File: src/rtl/ecd_pkg.sv
// Package ecd_pkg
// Shared constants and types for the embedded-clock deserializer.
// Assumes exactly two clock bits per frame, one on each side of the data.
package ecd_pkg;
    localparam int CLK_BITS = 2;

    typedef enum logic {
        ST_SEARCH = 1'b0,
        ST_LOCKED = 1'b1
    } lock_state_e;
endpackage

File: src/rtl/ecd_window.sv
// Module ecd_window
// Keeps the previous FRAME_W-1 serial bits and forms a full-frame window
// together with the bit arriving now. From that window it derives the
// data word (least-significant bit sent first), the clock-bit check and
// the sync-pattern match. Assumes the oldest bit sits at the window's top.
module ecd_window #(
    parameter int DATA_W  = 10,
    parameter int FRAME_W = DATA_W + ecd_pkg::CLK_BITS
) (
    input  logic              clk,
    input  logic              rst_n,
    input  logic              ser_in,
    output logic [DATA_W-1:0] win_data,
    output logic              clk_ok,
    output logic              sync_hit
);
    localparam int HALF_W = FRAME_W / 2;
    localparam logic [FRAME_W-1:0] SYNC_PAT =
        {{HALF_W{1'b1}}, {(FRAME_W - HALF_W){1'b0}}};

    logic [FRAME_W-2:0] hist_q;
    logic [FRAME_W-1:0] win;

    // Shift the serial history, newest bit at the bottom.
    always_ff @(posedge clk) begin
        if (!rst_n) hist_q <= '0;
        else        hist_q <= {hist_q[FRAME_W-3:0], ser_in};
    end

    assign win      = {hist_q, ser_in};
    assign clk_ok   = win[FRAME_W-1] & ~win[0];
    assign sync_hit = (win == SYNC_PAT);

    // Map data bits: first data bit after the leading clock bit is bit 0.
    for (genvar i = 0; i < DATA_W; i++) begin : g_map
        assign win_data[i] = win[FRAME_W-2-i];
    end
endmodule

File: src/rtl/ecd_sync_hist.sv
// Module ecd_sync_hist
// Remembers where sync patterns were seen over the last FRAME_W bits and
// flags a pair when a match repeats exactly one frame later. Cleared while
// locked so that a fresh search starts with an empty history.
module ecd_sync_hist #(
    parameter int FRAME_W = 12
) (
    input  logic clk,
    input  logic rst_n,
    input  logic clr,
    input  logic hit,
    output logic pair
);
    logic [FRAME_W-1:0] seen_q;

    // Record match flags, one per bit time.
    always_ff @(posedge clk) begin
        if (!rst_n || clr) seen_q <= '0;
        else               seen_q <= {seen_q[FRAME_W-2:0], hit};
    end

    assign pair = hit & seen_q[FRAME_W-1];
endmodule

File: src/rtl/ecd_lock_ctrl.sv
// Module ecd_lock_ctrl
// Holds the bit position within the candidate frame, the search state and
// the bad-frame history. Searching locks on a sync pair or after
// ACQ_FRAMES valid frames in a row; an invalid frame shortens the next
// candidate frame by one bit. Locked drops after two bad frames in a row.
module ecd_lock_ctrl
    import ecd_pkg::*;
#(
    parameter int FRAME_W    = 12,
    parameter int ACQ_FRAMES = 16
) (
    input  logic clk,
    input  logic rst_n,
    input  logic clk_ok,
    input  logic sync_pair,
    output logic lock_nxt,
    output logic deliver
);
    localparam int CW = $clog2(FRAME_W);
    localparam int GW = $clog2(ACQ_FRAMES + 1);

    lock_state_e st_q, st_d;
    logic [CW-1:0] cnt_q, cnt_d;
    logic [GW-1:0] good_q, good_d;
    logic          bad_q, bad_d;
    logic          boundary;

    assign boundary = (cnt_q == CW'(FRAME_W - 1));

    // Next-state decision for alignment, acquisition and loss of lock.
    always_comb begin
        st_d    = st_q;
        cnt_d   = boundary ? '0 : cnt_q + 1'b1;
        good_d  = good_q;
        bad_d   = bad_q;
        deliver = 1'b0;
        case (st_q)
            ST_SEARCH: begin
                if (sync_pair) begin
                    st_d   = ST_LOCKED;
                    cnt_d  = '0;
                    good_d = '0;
                    bad_d  = 1'b0;
                end else if (boundary) begin
                    if (clk_ok) begin
                        if (good_q == GW'(ACQ_FRAMES - 1)) begin
                            st_d   = ST_LOCKED;
                            good_d = '0;
                            bad_d  = 1'b0;
                        end else begin
                            good_d = good_q + 1'b1;
                        end
                    end else begin
                        good_d = '0;
                        cnt_d  = CW'(1);
                    end
                end
            end
            ST_LOCKED: begin
                if (boundary) begin
                    if (!clk_ok && bad_q) begin
                        st_d   = ST_SEARCH;
                        bad_d  = 1'b0;
                        good_d = '0;
                    end else begin
                        deliver = 1'b1;
                        bad_d   = !clk_ok;
                    end
                end
            end
            default: st_d = ST_SEARCH;
        endcase
    end

    // Register the control state.
    always_ff @(posedge clk) begin
        if (!rst_n) begin
            st_q   <= ST_SEARCH;
            cnt_q  <= '0;
            good_q <= '0;
            bad_q  <= 1'b0;
        end else begin
            st_q   <= st_d;
            cnt_q  <= cnt_d;
            good_q <= good_d;
            bad_q  <= bad_d;
        end
    end

    assign lock_nxt = (st_d == ST_LOCKED);
endmodule

File: src/rtl/ecd_out_stage.sv
// Module ecd_out_stage
// Registers the visible outputs. While unlocked everything is forced high;
// while locked the strobe pulses on each delivered word and the word holds
// between deliveries.
module ecd_out_stage #(
    parameter int DATA_W = 10
) (
    input  logic              clk,
    input  logic              rst_n,
    input  logic              lock_nxt,
    input  logic              deliver,
    input  logic [DATA_W-1:0] data,
    output logic [DATA_W-1:0] word_out,
    output logic              word_stb,
    output logic              lock_n
);
    // Drive outputs from the next lock state and the delivery event.
    always_ff @(posedge clk) begin
        if (!rst_n || !lock_nxt) begin
            word_out <= '1;
            word_stb <= 1'b1;
            lock_n   <= 1'b1;
        end else begin
            lock_n   <= 1'b0;
            word_stb <= deliver;
            if (deliver) word_out <= data;
        end
    end
endmodule

File: src/rtl/emb_clk_deser.sv
// Module emb_clk_deser
// Top level of the embedded-clock deserializer. Assumes ser_in is sampled
// on a bit clock already aligned to the line; there is no phase recovery.
module emb_clk_deser #(
    parameter int DATA_W     = 10,
    parameter int ACQ_FRAMES = 16
) (
    input  logic              clk,
    input  logic              rst_n,
    input  logic              ser_in,
    output logic [DATA_W-1:0] word_out,
    output logic              word_stb,
    output logic              lock_n
);
    localparam int FRAME_W = DATA_W + ecd_pkg::CLK_BITS;

    logic [DATA_W-1:0] win_data;
    logic              clk_ok;
    logic              sync_hit;
    logic              sync_pair;
    logic              lock_nxt;
    logic              deliver;

    ecd_window #(.DATA_W(DATA_W), .FRAME_W(FRAME_W)) u_win (
        .clk      (clk),
        .rst_n    (rst_n),
        .ser_in   (ser_in),
        .win_data (win_data),
        .clk_ok   (clk_ok),
        .sync_hit (sync_hit)
    );

    ecd_sync_hist #(.FRAME_W(FRAME_W)) u_sync (
        .clk   (clk),
        .rst_n (rst_n),
        .clr   (lock_nxt),
        .hit   (sync_hit),
        .pair  (sync_pair)
    );

    ecd_lock_ctrl #(.FRAME_W(FRAME_W), .ACQ_FRAMES(ACQ_FRAMES)) u_ctrl (
        .clk       (clk),
        .rst_n     (rst_n),
        .clk_ok    (clk_ok),
        .sync_pair (sync_pair),
        .lock_nxt  (lock_nxt),
        .deliver   (deliver)
    );

    ecd_out_stage #(.DATA_W(DATA_W)) u_out (
        .clk      (clk),
        .rst_n    (rst_n),
        .lock_nxt (lock_nxt),
        .deliver  (deliver),
        .data     (win_data),
        .word_out (word_out),
        .word_stb (word_stb),
        .lock_n   (lock_n)
    );
endmodule

File: config.mk
export PLATFORM = sky130hd
export DESIGN_NAME = emb_clk_deser
export DESIGN_NICKNAME = d
export VERILOG_FILES = /design/src/rtl/ecd_pkg.sv /design/src/rtl/ecd_window.sv /design/src/rtl/ecd_sync_hist.sv /design/src/rtl/ecd_lock_ctrl.sv /design/src/rtl/ecd_out_stage.sv /design/src/rtl/emb_clk_deser.sv
export SDC_FILE = /design/constraint.sdc
export NUM_CORES = 1
export LEC_CHECK = 0
export ABC_AREA = 1
export CAP_MARGIN = 10
export CORE_MARGIN = 4
export CORE_UTILIZATION = 30
export CTS_BUF_LIST = sky130_fd_sc_hd__clkbuf_4
export CTS_CLUSTER_SIZE = 24
export DETAILED_ROUTE_END_ITERATION = 7
export GPL_TIMING_DRIVEN = 1
export REMOVE_ABC_BUFFERS = 1
export SYNTH_ARGS = -nofsm -noshare
export SYNTH_HDL_FRONTEND = slang
export SYNTH_SLANG_ARGS = --single-unit
File: constraint.sdc
create_clock -name clk -period 2.5 [get_ports clk]
set_input_delay 0.5 -clock clk [delete_from_list [all_inputs] [get_ports clk]]
set_output_delay 0.5 -clock clk [all_outputs]
set_load 0.01 [all_outputs]
# After elaboration in Yosys (flattened, before gate mapping)
# Cells that the tools add are included.
[word_totals] input_bits=3 wordCells=60 latchBits=0 mem_count=0 output_inout_bits=12 mem_bits_ro=0 ff_bits=46 ramBits=0
[op_classes] mul=0 bitwise=4 reduce_logical=8 n_shift=0 muxes=29 div_mod_pow=0 order_cmp=0 add_sub_neg=2 eq_ne=8
[ops] op="$mux 5" n=6
[ops] op="$mux 4" n=5
[ops] op="$mux 1" n=15
[ops] op="$eq 12x12->1 const B" n=1
[ops] op="$pmux 5 s2" n=1
[ops] op="$ne 3x2->1 const B" n=3
[ops] op="$add 5x1->5 const B" n=1
[ops] op="$eq 5x4->1 const B" n=1
[ops] op="$add 4x1->4 const B" n=1
[ops] op="$eq 4x4->1 const B" n=1
[ops] op="$ne 2x2->1 const B" n=2
[ops] op="$pmux 1 s2" n=2
[ops] op="$reduce_and 4->1" n=1
[ops] op="$logic_not 1->1" n=3
[ops] op="$reduce_and 3->1" n=1
[ops] op="$and 1x1->1" n=2
[ops] op="$logic_or 1x1->1" n=2
[ops] op="$not 1->1" n=2
[ops] op="$logic_and 1x1->1" n=1

# Longest topological paths before layout
[depth] ltp_word=10 depth_mapped=11 ltp_nobuf=10

# By module
# A second synthesis with hierarchy kept.
[unflattened] cells_unflattened=239 area_unflattened_um2=1859.3
[by_module_without_submodules] module="ecd_lock_ctrl" area_each_um2=610.6 seq_area_each_um2=220.2 cells_per_inst=89 n_inst=1
[by_module_without_submodules] module="ecd_window" area_each_um2=450.4 seq_area_each_um2=220.2 cells_per_inst=60 n_inst=1
[by_module_without_submodules] module="ecd_out_stage" area_each_um2=409.1 seq_area_each_um2=240.2 cells_per_inst=49 n_inst=1
[by_module_without_submodules] module="ecd_sync_hist" area_each_um2=389.1 seq_area_each_um2=240.2 cells_per_inst=41 n_inst=1

# Worst setup path after synthesis
# No wires, ideal clock.
[synth_path] path_kind="register to register" from="register u_ctrl.good_q[0]" to="register u_sync.seen_q[10]" period_less_slack_ns=1.576 path_stages_with_launch=10 arrival_ns=1.464 setup_time_ns=0.112 n_path_buf=1 setup_slack_ns=0.924 required_ns=2.388 path_cell_list="dfxtp_1 ha_1 nand3_1 nor2_1 a31oi_4 nand2_4 inv_6 nand2_4 buf_12 nor2_4"
[synth_via] elab_chain_cells=7
[synth_lines] element="from (decl)" line="ecd_lock_ctrl.sv:24" rtl="logic [GW-1:0] good_q, good_d;"
[synth_lines] element="from (signal assigned)" line="ecd_lock_ctrl.sv:85" rtl="good_q <= good_d;"
[synth_lines] element="$eq 5x4->1" line="ecd_lock_ctrl.sv:46" rtl="if (good_q == GW'(ACQ_FRAMES - 1)) begin"
[synth_lines] element="$mux 1" line="ecd_lock_ctrl.sv:46"
[synth_lines] element="$mux 1" line="ecd_lock_ctrl.sv:45" rtl="if (clk_ok) begin"
[synth_lines] element="$mux 1" line="ecd_lock_ctrl.sv:44" rtl="end else if (boundary) begin"
[synth_lines] element="$mux 1" line="ecd_lock_ctrl.sv:39" rtl="if (sync_pair) begin"
[synth_lines] element="$pmux 1 s2" line="ecd_lock_ctrl.sv:37" rtl="case (st_q)"
[synth_lines] element="$logic_or 1x1->1" line="ecd_sync_hist.sv:18" rtl="if (!rst_n || clr) seen_q <= '0;"
[synth_lines] element="to (signal assigned)" line="ecd_sync_hist.sv:19" rtl="else seen_q <= {seen_q[FRAME_W-2:0], hit};"
[synth_lines] element="to (decl)" line="ecd_sync_hist.sv:14" rtl="logic [FRAME_W-1:0] seen_q;"
# No other way between the ends.
# A chain may end at the register's enable or synchronous reset.

# Worst setup path after layout
[layout_path] from="register u_ctrl.st_q" to="register u_sync.seen_q[0]"
[layout_via] elab_chain_cells=3
[layout_lines] element="from (decl)" line="ecd_lock_ctrl.sv:22" rtl="lock_state_e st_q, st_d;"
[layout_lines] element="from (signal assigned)" line="ecd_lock_ctrl.sv:83" rtl="st_q <= st_d;"
[layout_lines] element="$not 1->1" line="ecd_lock_ctrl.sv:37"
[layout_lines] element="$pmux 1 s2 (*)" line="ecd_lock_ctrl.sv:37"
[layout_lines] element="$logic_or 1x1->1 (*)" line="ecd_sync_hist.sv:18"
# Every way passes the cells marked *; elsewhere a longest branch is shown, timed or not.

==> summary.md <==
| Metric | Value |
|---|---|
| Main area contributors after synthesis | dfxtp_1 (46%), nand2_1 (11%), inv_1 (7.7%) |
| HP Class | reg2reg |
| Cells after Synth | 247 |
| Std-Cell Rows | 29 |
| P_leak | 0.983 nW |
| Worst hold slack | 0.422 ns |
| Max Buffers Root-to-Sink | 2 |
| Setup WS pre-CTS | 0.236 ns |
| Arr. time, crit path | 2.18 ns |
| Area after DPL | 0.00221 sq mm |
| Crit path max-delay family | flip-flops |
| Switch Pwr | 0.319 mW |
| CORE AREA | 0.00639 sq mm |
| CTS root buf | clkbuf_4 |
| Cell-internal power | 0.901 mW |
| Sequential power share | 62.6% |
| Total gr overflow | 0 |
| Global Route Usage Sum | 10.9% |
| Worst Tran Pin Value | 0.553 ns |
| Layout cells sized above 1 | 13.5% |
| Sw frac | 26.1% |
| Mapped Area | 0.00199 sq mm |
| Xor/xnor cell area share of the yosys netlist | 0.440% |
| Final WL | 3750 um |
| Worst vdd ir | 294 uV |
| Count of cell types in the netlist | 28 |
| Clock slew at reported path FFs | 0.13 ns |
| Compound-Gate Fraction of Synth Area | 3.90% |
| First-pass GRT wire length | 6810 um |
| DRC | 0 |
| Largest net degree at the start of global routing | 21 |
| Post-route design area | 0.00226 sq mm |
| Mux contribution to synthesized area | 0% |
| TritonCTS clock tree | built |
| Mean post-synth cell area | 8.06 sq um |
| Post-CTS sizing | 0 |
| Die W | 89.5 um |
| Port bufs | 14 |
| Ys flop type | dfxtp_1 |
| Routed vias/inst | 4.37 |
| Synth top area share | 46.3% |
| Crit path kind | reg2reg |
| Nets | 271 |
| Total negative slack | 0 ns |
| Post-route insts no fill | 343 |
| FFs w/ async S/R, synth | 0% |
| Setup Buffers After CTS | 0 |
| WL/cell | 10.9 um |
| Final Max Slew Viols | 0 |
| Utilization after layout | 35.4% |
| Crit path buf inv count | 2 |
| Synthesis-to-layout area growth | 13.5% |
| Crit share post-route | 75.5% |
| Slowest cell delay on critical path | 0.69 ns |
| H-Tree Depth | 2 |
| Antenna diodes | 0 |
| Via count | 1500 |
| Cell taking the most area after synthesis | dfxtp_1 |
| Clk pwr share | 27.9% |
| I/O pin count | 15 |
| Drt initial violations | 54 |
| Vias in the first global route | 1534 |
| Clk sink count | 46 |
| ANT nets after route | 0 |
| Logic gate share of total power | 9.5% |
| Slew HR | 63.1% |
| Hold Fails Final Rpt | 0 |
| Pre-antenna DRT Iters | 4 |
| EDFF count, synth | 0 |
| Final setup margin | 0.612 ns |
| Status | complete, no violations |
| Yosys warns | 0 |
| Gpl congestion | 0.844 |
| Adder-cell share of the synthesized area | 1.26% |
| Max cap viols | 0 |
| Startpoint types | register |
| PwrDens | 540 mW/mm^2 |
| Crit-path cells | inv_1, a31oi_4, nand2_4, inv_6, nand2_4, nor2_1 |
| CTS Hold Bufs | 0 |
| Setup-failing EPs final | 0 |
| Cell mode on critical path | nand2_4 |
| Power, Total | 1.22 mW |
| Clk_skew | 0.00698 ns |
| Critical path endpoint category | register |
| Max Fclk | 0.530 GHz |
| Number of antenna violations at the first check in global routing | 0 |
| Post-DP HPWL | 2860 um |
| Die height | 89.5 um |
| Post-layout min period | 1.89 ns |
| Seq/Total Area, Yosys | 46.3% |
| Post-Synth Simple-Gate Area | 37.0% |
| DIE AREA | 0.00800 sq mm |
| Top-count cell post-synth | nand2_1 |
| Initial Util | 31.2% |
| Clk Latency, worst-skew pair | 0.35 ns |
| Synth Register Bits | 46 |
| RSZ-0062 raised after global routing | no |
| Total CTS buffers | 5 |
| Worst path required time | 2.79 ns |
| Largest family of logic cells by synthesized area | simple AND/OR/NAND/NOR gates |
| Top cells by count, synth | nand2_1 (60), dfxtp_1 (46), inv_1 (41), nor2_1 (22), nand4_1 (17) |
| Crit Path Max Fanout | 14 |
| Slowest CP cell | dfxtp_1 |
| Dpl cells | 336 |
[flip-flops by register name, indices dropped and copies added (netlist names)]
name / cells
u_ctrl.good_q: 5
u_sync.seen_q: 12
u_out.lock_n: 1
u_win.hist_q: 11
u_ctrl.st_q: 1
u_ctrl.cnt_q: 4
u_out.word_stb: 1
u_ctrl.bad_q: 1
u_out.word_out: 10
[worst register-to-register path: cells and delay by family, from the launching register on]
family,cells,cell delay [ns]
compound gates,1,0.26
buf+inv,2,0.42
flops,1,0.69
simple gates,3,0.45
[power by group through the flow]
stage | sequential (mW) | combinational, mW | clock (mW)
3_5_place_dp | 0.780 | 0.119 | 0
4_1_cts | 0.764 | 0.119 | 0.362
6_report | 0.763 | 0.116 | 0.340
5_1_grt | 0.766 | 0.131 | 0.385
2_1_floorplan | 0.777 | 0.0839 | 0
3_3_place_gp | 0.779 | 0.116 | 0
[logic make-up after synthesis]
logic type,Yosys count
compound gates,12
xor+xnor,1
fa+ha+maj,2
buf+inv,50
flops,46
simple gates,136
[routing by layer]
layer	global-route usage, %	up-vias	wire (um)
met5	0	-	0
met4	5.28	0	78
li1	-	804	-
met2	17.3	19	1730
met3	3.23	7	106
met1	13.5	670	1830
[placed cells by master (no fill, tap or decap)]
master	n
nand2_1	60
dfxtp_1	46
inv_1	41
nor2_1	22
nand4_1	17
clkdlybuf4s50_1	14
nor2_4	12
nand3_1	9
nand2_4	6
a21oi_1	6
clkbuf_4	6
nor3_1	5
o21ai_0	4
buf_4	4
ha_1	2
inv_2	1
a31oi_4	1
nor2_2	1
nand2_2	1
nand4_4	1
inv_6	1
clkinv_1	1
nand3_2	1
xnor2_1	1
o22ai_1	1
and2_1	1
clkinvlp_4	1
[final cells by class]
| type | count | area [sq um] |
|---|---|---|
| Clock inverter | 1 | 7.51 |
| Timing Repair Buffer | 18 | 170 |
| Clock buffer | 6 | 45.0 |
| Inverter | 44 | 170 |
| Multi-Input combinational cell | 151 | 848 |
| Sequential cell | 46 | 921 |
| Tap cell | 77 | 96.3 |
| Fill cell | 684 | 4130 |
[path summary, 6_finish.rpt]
path                               startpoint                          end  slack (ns)  cells past startpoint
hold reg to reg   u_sync.seen_q[0]$_SDFF_PP0_  u_sync.seen_q[1]$_SDFF_PP0_        0.42                      2
setup / recovery       u_ctrl.st_q$_SDFF_PN0_  u_sync.seen_q[0]$_SDFF_PP0_        0.61                      6
hold / removal    u_sync.seen_q[0]$_SDFF_PP0_  u_sync.seen_q[1]$_SDFF_PP0_        0.42                      2
setup reg to reg       u_ctrl.st_q$_SDFF_PN0_  u_sync.seen_q[0]$_SDFF_PP0_        0.61                      6
(Power assumes the default switching activity.)
